## src/rtl/cr_write_seq.sv

```systemverilog
module cr_write_seq #(
  parameter int ADDR_W     = 16,
  parameter int DATA_W     = 16,
  parameter int DWELL_CYC  = 100,
  parameter int PRE_PULSES = 15,
  parameter int MAX_TRIES  = 10
) (
  input  logic              clk,
  input  logic              rst_n,
  input  logic              req_valid,
  input  logic [ADDR_W-1:0] req_addr,
  input  logic [DATA_W-1:0] req_data,
  output logic              req_ready,
  output logic              done,
  output logic              timeout,
  output logic              cr_clk,
  output logic              cr_sel,
  output logic [ADDR_W-1:0] cr_addr,
  output logic [DATA_W-1:0] cr_wdata,
  output logic              cr_wen,
  input  logic              cr_ack
);

  localparam int DW_W = $clog2(DWELL_CYC + 1);
  localparam int PC_W = $clog2(PRE_PULSES + 1);
  localparam int TR_W = $clog2(MAX_TRIES + 1);
  localparam logic [DW_W-1:0] DW_LOAD = DW_W'(DWELL_CYC - 1);

  typedef enum logic [2:0] {
    S_IDLE, S_PRE, S_LOAD, S_ADDR, S_ACK_HI, S_ACK_LO, S_FIN
  } state_t;

  state_t            state;
  logic [DW_W-1:0]   dw;
  logic [PC_W-1:0]   pre_cnt;
  logic [TR_W-1:0]   tries;
  logic [ADDR_W-1:0] a_q;
  logic [DATA_W-1:0] d_q;
  logic              ack_m, ack_s;

  wire dwell_over = (dw == '0);

  assign req_ready = (state == S_IDLE);

  always_ff @(posedge clk or negedge rst_n) begin
    if (!rst_n) begin
      ack_m <= 1'b0;
      ack_s <= 1'b0;
    end else begin
      ack_m <= cr_ack;
      ack_s <= ack_m;
    end
  end

  always_ff @(posedge clk or negedge rst_n) begin
    if (!rst_n) begin
      state    <= S_IDLE;
      dw       <= '0;
      pre_cnt  <= '0;
      tries    <= '0;
      a_q      <= '0;
      d_q      <= '0;
      done     <= 1'b0;
      timeout  <= 1'b0;
      cr_clk   <= 1'b0;
      cr_sel   <= 1'b0;
      cr_addr  <= '0;
      cr_wdata <= '0;
      cr_wen   <= 1'b0;
    end else begin
      done <= 1'b0;
      if (state != S_IDLE && !dwell_over)
        dw <= dw - DW_W'(1);
      unique case (state)
        S_IDLE: if (req_valid) begin
          a_q     <= req_addr;
          d_q     <= req_data;
          timeout <= 1'b0;
          cr_sel  <= 1'b1;
          cr_clk  <= 1'b1;
          dw      <= DW_LOAD;
          pre_cnt <= '0;
          state   <= S_PRE;
        end
        S_PRE: if (dwell_over) begin
          if (cr_clk) begin
            cr_clk <= 1'b0;
            dw     <= DW_LOAD;
          end else if (pre_cnt == PC_W'(PRE_PULSES - 1)) begin
            cr_sel <= 1'b0;
            state  <= S_LOAD;
          end else begin
            pre_cnt <= pre_cnt + PC_W'(1);
            cr_clk  <= 1'b1;
            dw      <= DW_LOAD;
          end
        end
        S_LOAD: begin
          cr_wdata <= d_q;
          cr_wen   <= 1'b1;
          state    <= S_ADDR;
        end
        S_ADDR: begin
          cr_addr <= a_q;
          cr_sel  <= 1'b1;
          cr_clk  <= 1'b1;
          dw      <= DW_LOAD;
          tries   <= '0;
          state   <= S_ACK_HI;
        end
        S_ACK_HI: if (dwell_over) begin
          cr_clk <= 1'b0;
          dw     <= DW_LOAD;
          if (ack_s) begin
            state <= S_FIN;
          end else begin
            tries <= tries + TR_W'(1);
            state <= S_ACK_LO;
          end
        end
        S_ACK_LO: if (dwell_over) begin
          if (tries == TR_W'(MAX_TRIES)) begin
            done    <= 1'b1;
            timeout <= 1'b1;
            state   <= S_IDLE;
          end else begin
            cr_clk <= 1'b1;
            dw     <= DW_LOAD;
            state  <= S_ACK_HI;
          end
        end
        S_FIN: if (dwell_over) begin
          done  <= 1'b1;
          state <= S_IDLE;
        end
        default: state <= S_IDLE;
      endcase
    end
  end

  logic            clk_d;
  logic [DW_W-1:0] since;

  always_ff @(posedge clk or negedge rst_n) begin
    if (!rst_n) begin
      clk_d <= 1'b0;
      since <= DW_W'(DWELL_CYC);
    end else begin
      clk_d <= cr_clk;
      if (cr_clk != clk_d)
        since <= '0;
      else if (since != DW_W'(DWELL_CYC))
        since <= since + DW_W'(1);
    end
  end

  assert_min_dwell_R5: assert property (@(posedge clk) disable iff (!rst_n)
    (cr_clk != clk_d) |-> (since >= DW_W'(DWELL_CYC - 1)));

  assert_done_single_R8: assert property (@(posedge clk) disable iff (!rst_n)
    done |=> !done);

  assert_timeout_with_done_R7: assert property (@(posedge clk) disable iff (!rst_n)
    $rose(timeout) |-> done);

  assert_ready_at_done_R2: assert property (@(posedge clk) disable iff (!rst_n)
    done |-> req_ready);

  assert_sel_drop_low_R3: assert property (@(posedge clk) disable iff (!rst_n)
    $fell(cr_sel) |-> !cr_clk);

  assert_wen_rise_sel_low_R4: assert property (@(posedge clk) disable iff (!rst_n)
    $rose(cr_wen) |-> !cr_sel);

  assert_addr_with_strobe_R4: assert property (@(posedge clk) disable iff (!rst_n)
    !$stable(cr_addr) |-> ($rose(cr_clk) && cr_sel));

  assert_ends_low_R6: assert property (@(posedge clk) disable iff (!rst_n)
    done |-> !cr_clk);

endmodule

```

## config.mk

```make
export PLATFORM = sky130hd
export DESIGN_NAME = cr_write_seq
export DESIGN_NICKNAME = d
export VERILOG_FILES = /design/src/rtl/cr_write_seq.sv
export SDC_FILE = /design/constraint.sdc
export NUM_CORES = 1
export LEC_CHECK = 0
export ABC_CLOCK_PERIOD_IN_PS = 2500
export BUFFER_PORTS_ARGS = -buffer_cell sky130_fd_sc_hd__buf_2
export CAP_MARGIN = 15
export CELL_PAD_IN_SITES_DETAIL_PLACEMENT = 0
export CELL_PAD_IN_SITES_GLOBAL_PLACEMENT = 1
export CORE_UTILIZATION = 35
export DETAILED_ROUTE_END_ITERATION = 8
export PLACE_DENSITY_LB_ADDON = 0.25
export SLEW_MARGIN = 20
export SYNTH_ARGS = -nofsm -noshare
export SYNTH_HDL_FRONTEND = slang
export SYNTH_SLANG_ARGS = --single-unit
```

## constraint.sdc

```tcl
create_clock -name clk -period 2.5 [get_ports clk]
set_clock_uncertainty 0.2 [all_clocks]
set_input_delay 0.375 -clock clk [delete_from_list [all_inputs] [get_ports clk]]
set_output_delay 0.375 -clock clk [all_outputs]
set_load 0.02 [all_outputs]
```

Word-level counts from Yosys, hierarchy flattened:

Index checks and enable logic that the tools add are counted.

* muxes and demuxes: 47
* $add $sub $neg: 3
* reductions and logical operators: 17
* equality and inequality tests: 19

Operators with widths (count)
* $mux 7: 8
* $pmux 7 s5: 1
* $mux 3: 8
* $mux 4: 6
* $ne 2x2->1 const B: 11
* $pmux 3 s7: 1
* $mux 1: 16
* $pmux 4 s2: 2
* $reduce_and 5->1: 2
* $eq 3x3->1 const B: 3
* $add 4x1->4 const B: 2
* $eq 4x4->1 const B: 2
* $logic_not 7->1: 1
* $reduce_and 7->1: 1
* $sub 7x1->7 const B: 1
* $eq 3x2->1 const B: 2
* $reduce_and 6->1: 1
* $reduce_bool 2->1: 3
* $reduce_bool 3->1: 2
* $pmux 1 s5: 1
* $reduce_bool 5->1: 1
* $pmux 1 s2: 2
* $reduce_and 4->1: 1
* $eq 3x1->1 const B: 1
* other kinds (7): 7

* register bits: 89
* output and inout port bits: 38
* word-level logic and storage cells: 101
* input port bits: 36

Longest topological paths before layout:

Gate-level depths: netlist of the first run.

* depth in word-level cells: 8
* mapped depth: 8
* depth with buffers taken out: 6

Worst setup path after synthesis of the first run:

OpenSTA, ideal clock, no wires.

* path kind: reg2reg
* from: register dw[0]
* to: register pre_cnt[3]
* path buffers: 0
* library setup time: 0.077 ns
* clock period less this slack: 1.987 ns
* setup slack: 0.513 ns
* arrival time: 1.710 ns
* data required time: 2.223 ns
* stages on the path, launching flop included: 7
* cells stage by stage: dfrtp_1 > inv_1 > ha_1 > nor3b_1 > nand3_1 > or4_1 > a21oi_1

* cells in the longest elaborated chain, start to end: 3

Ends and longest elaborated chain
* from (decl): line 34 `logic [DW_W-1:0] dw;`
* from (signal assigned): line 73 `dw <= dw - DW_W'(1);`
* $logic_not 7->1: line 41 `wire dwell_over = (dw == '0);`
* $ne 2x2->1 (no line)
* $reduce_and 5->1 (no line)
* to (signal assigned): line 93 `pre_cnt <= pre_cnt + PC_W'(1);`
* to (decl): line 35 `logic [PC_W-1:0] pre_cnt;`

Every way passes these cells.
A chain may end at the register's enable or synchronous reset.

Final worst setup path of the first run:

* from: register state[1]
* to: output req_ready

* cells in the longest elaborated chain, start to end: 1

Ends and longest elaborated chain
* from (decl): line 33 `state_t state;`
* from (signal assigned): line 57 `state <= S_IDLE;`
* from (signal assigned): line 83 `state <= S_PRE;`
* from (signal assigned): line 91 `state <= S_LOAD;`
* $logic_not 3->1: line 43 `assign req_ready = (state == S_IDLE);`
* to (decl): line 13 `output logic req_ready,`

Every way passes these cells.

==> impl_metrics.yaml, run 1 <==
synthesis:
  synth_edf_count: 0
  ys.warnings.count: 0
  synth_nets: 362
  synth_simple_gate_area_frac: 0.132
  synth_fa_ha_area_frac: 0.0198
  synth-seq-cells: 89
  synth_top_family_by_area: "multiplexers"
  postSynthAreaPerCell_um2: 11.8
  synth_top_area_frac: 0.588
  synth_mux_area_frac: 0.156
  synthesis.instances: 320
  synth_ff_type: "dfrtp_1"
  synthXorXnorAreaFrac: 0.0116
  yosys.area.top_type: "dfrtp_1"
  synthArstFlopShare: 1.00
  synthDistinctLibCells: 45
  seq_area_frac_synth: 0.588
  syn_area_um2: 3790
  synth-compound-area-share: 0.0618
  synth_area_leaders: "dfrtp_1 59%, mux2_2 14%, nand2_1 5.7%"
timing:
  fin_tns_setup_ns: 0
  tightestPinTransition_ns: 0.553
  hold_viol: 0
  max-slew-margin-rel: 0.628
  rsz0062_at_grt: "no"
  setup_viol: 0
  slew_viol_final: 0
  period_needed_ns: 2.30
  worst_slack_ns: 0.200
  fin_crit_sh: 0.920
  max_freq_mhz: 435
clock_tree:
  numCtsBuffers: 9
  clkTransAtPathRegs_ns: 0.10
  cts_setup_buffers: 0
  htreeDepth: 3
  clk_latency_ns: 0.35
  cts_tree: "yes"
  clockBufferDepth: 2
  post_cts_resized: 0
  clock-sinks: 89
  cts_root_buf: "clkbuf_8"
hold_path:
  hold_end: "d_q[3]$_DFFE_PN0P_"
  worstHoldStart: "req_data[3]"
  worstHoldPathCells: 2
  hp-class: "in -> reg"
setup_path:
  cp_top_family: "flip-flops"
  start_kind: "register"
  required_ns: 1.92
  end_kind: "output pin"
  crit_fanout: 16
  cp_slowest_cell: "dfrtp_1"
  path_buf_inv: 1
  cp_cell_sequence: "nor3_1, buf_2"
  r2r_end: "cr_clk$_DFFE_PN0P_"
  crit_type: "reg -> out"
  reg2regPathDepth: 8
  critical_path_arrival_ns: 1.73
  r2r-start: "dw[0]$_DFF_PN0_"
  slowest_delay_ns: 0.56
  worst-r2r-setup-slack_ns: 0.38
cells_and_area:
  fin_cells: 539
  drive_gt1_frac: 0.380
  antenna_cells: 0
  num-nets-final: 441
  post-route-util: 0.436
  syn2layout_area_growth_pct: 20.0
drt:
  wirelength_um: 7690
  ant_nets: 0
  vias_per_cell: 4.87
  drc: 0
  via_count: 2623
  drt-initial-drc-count: 123
  dr.pass1.iters: 4
  wire_per_inst_um: 14.3
placed_design:
  place_ws_ns: 0.414
  dp_hpwl_um: 5280
  numPortBuffers: 73
  finalWeightedCongestion: 0.747
  dp_cells: 522
global_route:
  grt_pass1_vias: 2611
  grt_pass1_wl_um: 13000
  antenna_found_initial: 0
  gr-total-overflow: 0
  grt_use_total: 0.148
  grt_max_degree: 68
power:
  power.density_nw_per_um2: 549
  ir_drop_uv: 279
  leakage_uw: 0.00241
  power.total_uw: 2490
floorplan:
  fp.dieH_um: 106
  chipWidth_um: 106
  num_rows: 37
  core_area_um2: 10400
  io_pins: 74
  die_area_um2: 11200
  initial_core_util: 0.363
outcome:
  status: "finished, final reports clean"
run:
  maxCapViolCount: 0
through the flow:
stage	cell area, µm²	hold WS (ns)
floorplan	3790	-0.121
global placement	4330	0.102
detailed placement	4330	0.101
CTS	4540	0.0305
global route	4540	0.0310
finish	4540	0.0429
metal layers:
layer	global-route usage	vias to the layer above	wire length (µm)
met3	0.0423	8	409
met4	0.0615	0	96
met5	0	-	0
met2	0.224	57	3520
li1	-	1267	-
met1	0.200	1291	3670
layout make-up:
type | count | area, µm²
Fill cell | 992 | 5870
Sequential cell | 89 | 2230
Multi-Input combinational cell | 205 | 1440
Timing Repair Buffer | 86 | 483
Tap cell | 136 | 170
Clock buffer | 9 | 124
Clock inverter | 6 | 67.6
Inverter | 8 | 30.0
worst max-delay path by stage:
stage	start	end	slack, ns	depth (start not counted)
final	state[1]$_DFFE_PN0P_	req_ready	0.20	2
after global routing	state[1]$_DFFE_PN0P_	req_ready	0.006	2
after CTS	state[1]$_DFFE_PN0P_	req_ready	0.19	2
after detailed placement	dw[0]$_DFF_PN0_	cr_clk$_DFFE_PN0P_	0.41	8
after global placement	dw[0]$_DFF_PN0_	tries[0]$_DFFE_PN0P_	0.47	8
after floorplan	dw[0]$_DFF_PN0_	pre_cnt[3]$_DFFE_PN0P_	0.51	6
kinds of logic (layout without fill, tap and decap cells):
group	after synthesis	count (layout)
multiplexers	53	53
AND/OR/NAND/NOR	103	103
adder cells (fa/ha/maj)	6	6
flip-flops	89	89
AO/OA/AOI/OAI	38	38
buffers and inverters	26	109
XOR/XNOR	5	5
what timing repair did:
| item | 4_1_cts | 5_1_grt |
|---|---|---|
| hold buffers | 2 | 0 |
| hold endpoints to repair | 23 | 0 |
| endpoints found under the setup margin | 0 | 0 |
synth_stat cells (all sizes together) (2+ instances only):
| library cell | number |
|---|---|
| or3b | 3 |
| o21ai | 12 |
| nand2b | 3 |
| or4 | 2 |
| or2 | 2 |
| nand2 | 57 |
| buf | 10 |
| a21o | 2 |
| nand3 | 4 |
| o22ai | 2 |
| and3 | 3 |
| nor2 | 10 |
| inv | 8 |
| a31oi | 3 |
| mux2 | 48 |
| mux2i | 5 |
| nor4b | 2 |
| nand4 | 4 |
| o31ai | 3 |
| ha | 6 |
| and4b | 2 |
| xor2 | 2 |
| nor3 | 5 |
| dfrtp | 89 |
| clkbuf | 8 |
| xnor2 | 3 |
| a21oi | 10 |
power by group:
part	total [µW]	internal [µW]	leakage (µW)	switching [µW]
registers	1440	1440	0.00118	0.903
logic	60.5	25.1	0.00113	35.4
clock network	991	462	0.0000921	529
sequential cells by signal, indices dropped and copies added (netlist names):
register  count
ack_s         1
tries         4
a_q          16
dw            7
timeout       1
done          1
cr_addr      16
cr_wen        1
cr_wdata     16
d_q          16
ack_m         1
cr_clk        1
state         3
cr_sel        1
pre_cnt       4
placed cells by master (no fill, tap or decap), types with 3 or more instances in the layout:
| master | netlist | routed |
|---|---|---|
| a21oi_1 | 9 | 9 |
| a31oi_1 | 3 | 3 |
| and3_1 | 3 | 3 |
| buf_2 | 9 | 72 |
| buf_4 | 0 | 11 |
| clkbuf_8 | 0 | 9 |
| dfrtp_1 | 89 | 89 |
| ha_1 | 6 | 6 |
| inv_1 | 8 | 8 |
| mux2_2 | 48 | 48 |
| mux2i_1 | 5 | 5 |
| nand2_1 | 57 | 57 |
| nand2b_1 | 3 | 3 |
| nand3_1 | 4 | 4 |
| nand4_1 | 4 | 4 |
| nor2_1 | 9 | 9 |
| nor3_1 | 5 | 5 |
| o21ai_0 | 11 | 11 |
| o31ai_1 | 3 | 3 |
| xnor2_1 | 3 | 3 |
Note: power is estimated with default switching activity, not from simulation.
==> run 2, diff against run 1 <==
--- a/config.mk
+++ b/config.mk
@@ -12,7 +12,8 @@
 export CELL_PAD_IN_SITES_GLOBAL_PLACEMENT = 1
 export CORE_UTILIZATION = 35
 export DETAILED_ROUTE_END_ITERATION = 8
-export PLACE_DENSITY_LB_ADDON = 0.25
+export MAX_ROUTING_LAYER = met4
+export PLACE_DENSITY = 0.62
 export SLEW_MARGIN = 20
 export SYNTH_ARGS = -nofsm -noshare
 export SYNTH_HDL_FRONTEND = slang
==> run 2 against run 1 <==
Against the previous run:
- die area unchanged
- largest power group unchanged
- clock-buffer cell count up 1
- combinational power grew 4.1%
==> impl_metrics.yaml, run 2 (same netlist as run 1, synthesis figures left out) <==
clock_tree:
  cts_tree: "yes"
  cts_root_buf: "clkbuf_8"
  clkTransAtPathRegs_ns: 0.10
  htreeDepth: 3
  numCtsBuffers: 9
  clock-sinks: 89
  clockBufferDepth: 2
  clk_latency_ns: 0.36
timing:
  slew_viol_final: 0
  fin_crit_sh: 0.919
  tightestPinTransition_ns: 0.714
  period_needed_ns: 2.30
  hold_viol: 0
  max_freq_mhz: 435
  setup_viol: 0
  max-slew-margin-rel: 0.520
  rsz0062_at_grt: "no"
  fin_tns_setup_ns: 0
floorplan:
  fp.dieH_um: 106
  chipWidth_um: 106
  core_area_um2: 10400
  die_area_um2: 11200
  initial_core_util: 0.363
  io_pins: 74
  num_rows: 37
global_route:
  grt_use_total: 0.150
  gr-total-overflow: 0
  grt_pass1_wl_um: 12800
  grt_pass1_vias: 2528
  grt_max_degree: 41
  antenna_found_initial: 0
cells_and_area:
  fin_cells: 539
  multi_input_area_um2: 1440
  post-route-util: 0.437
  drive_gt1_frac: 0.380
  fill_cells: 1029
  num-nets-final: 440
  seqCellArea_um2: 2230
  syn2layout_area_growth_pct: 20.2
  final_common_cell: "dfrtp_1"
  design_area_um2: 4550
  antenna_cells: 0
  final_cell_mix: "89 x dfrtp_1, 72 x buf_2, 57 x nand2_1"
hold_path:
  worstHoldPathCells: 2
  hp-class: "in -> reg"
power:
  power.density_nw_per_um2: 545
  p_sw_frac: 0.242
  leakage_uw: 0.00242
  ir_drop_uv: 304
  combPwrFrac: 0.025
  seq_power_share: 0.581
  power_switching_uw: 599
  pwr-share-clk: 0.393
  p_int_uw: 1880
drt:
  via_count: 2603
  vias_per_cell: 4.83
  dr.pass1.iters: 4
  wire_per_inst_um: 14.3
  drt-initial-drc-count: 102
  ant_nets: 0
  drc: 0
  wirelength_um: 7720
placed_design:
  dp_cells: 521
  dpl_cell_area_um2: 4340
  dp_hpwl_um: 5260
  finalWeightedCongestion: 0.768
  numPortBuffers: 73
setup_path:
  critical_path_arrival_ns: 1.72
  reg2regPathDepth: 7
  crit_type: "reg -> out"
  start_kind: "register"
  end_kind: "output pin"
  required_ns: 1.92
  crit_fanout: 16
outcome:
  status: "finished, final reports clean"
run:
  maxCapViolCount: 0
==> run 2: layout make-up <==
| class | instances | share of cell area |
|---|---|---|
| Clock inverter | 6 | 0.0126 |
| Sequential cell | 89 | 0.489 |
| Multi-Input combinational cell | 205 | 0.317 |
| Clock buffer | 10 | 0.0302 |
| Tap cell | 136 | 0.0374 |
| Inverter | 8 | 0.00660 |
| Timing Repair Buffer | 85 | 0.107 |
==> run 2: path summary, 6_finish.rpt <==
kind                                            from                     end  slack, ns
worst max-delay path            state[1]$_DFFE_PN0P_               req_ready       0.20
worst min-delay path                     req_addr[7]      a_q[7]$_DFFE_PN0P_       0.04
worst max register to register       dw[0]$_DFF_PN0_  pre_cnt[3]$_DFFE_PN0P_       0.34
worst min register to register       ack_m$_DFF_PN0_         ack_s$_DFF_PN0_       0.17
max in group asynchronous                      rst_n  pre_cnt[2]$_DFFE_PN0P_       1.18
min in group asynchronous                      rst_n     d_q[11]$_DFFE_PN0P_       0.31
==> run 2: critical path, cell delays in order (launching register included) <==
cell and delay, ns:
dfrtp_1 0.56, nor3_1 0.54, buf_2 0.27
==> run 2: timing repair <==
action | 4_1_cts | 5_1_grt
hold buffers | 2 | 0
hold endpoints to repair | 32 | 0
setup buffers | 0 | 0
resized for setup | 0 | 0
==> run 2: per-layer routing <==
| metal | track usage | vias up | routed length (µm) |
|---|---|---|---|
| met5 | - | - | 0 |
| met4 | 0.0565 | 0 | 107 |
| met3 | 0.0386 | 11 | 383 |
| met2 | 0.213 | 61 | 3470 |
| met1 | 0.207 | 1264 | 3760 |
| li1 | - | 1267 | - |
==> run 2: stage by stage <==
stage / setup WS [ns] / hold WS (ns) / power (µW)
after floorplan: 0.513 / -0.121 / 1470
after global placement: 0.428 / 0.135 / 1530
after detailed placement: 0.361 / 0.144 / 1530
after CTS: 0.208 / 0.0182 / 2530
after global routing: 0.0866 / 0.0236 / 2580
final: 0.203 / 0.0403 / 2480
==> run 2: power groups by stage <==
| stage | combinational (µW) | sequential [µW] | clock, µW |
|---|---|---|---|
| after global routing | 73.2 | 1440 | 1070 |
| after global placement | 62.8 | 1470 | 0 |
| after CTS | 66.3 | 1440 | 1020 |
| after detailed placement | 63.7 | 1470 | 0 |
| after floorplan | 0.642 | 1470 | 0 |
| final | 63.0 | 1440 | 975 |
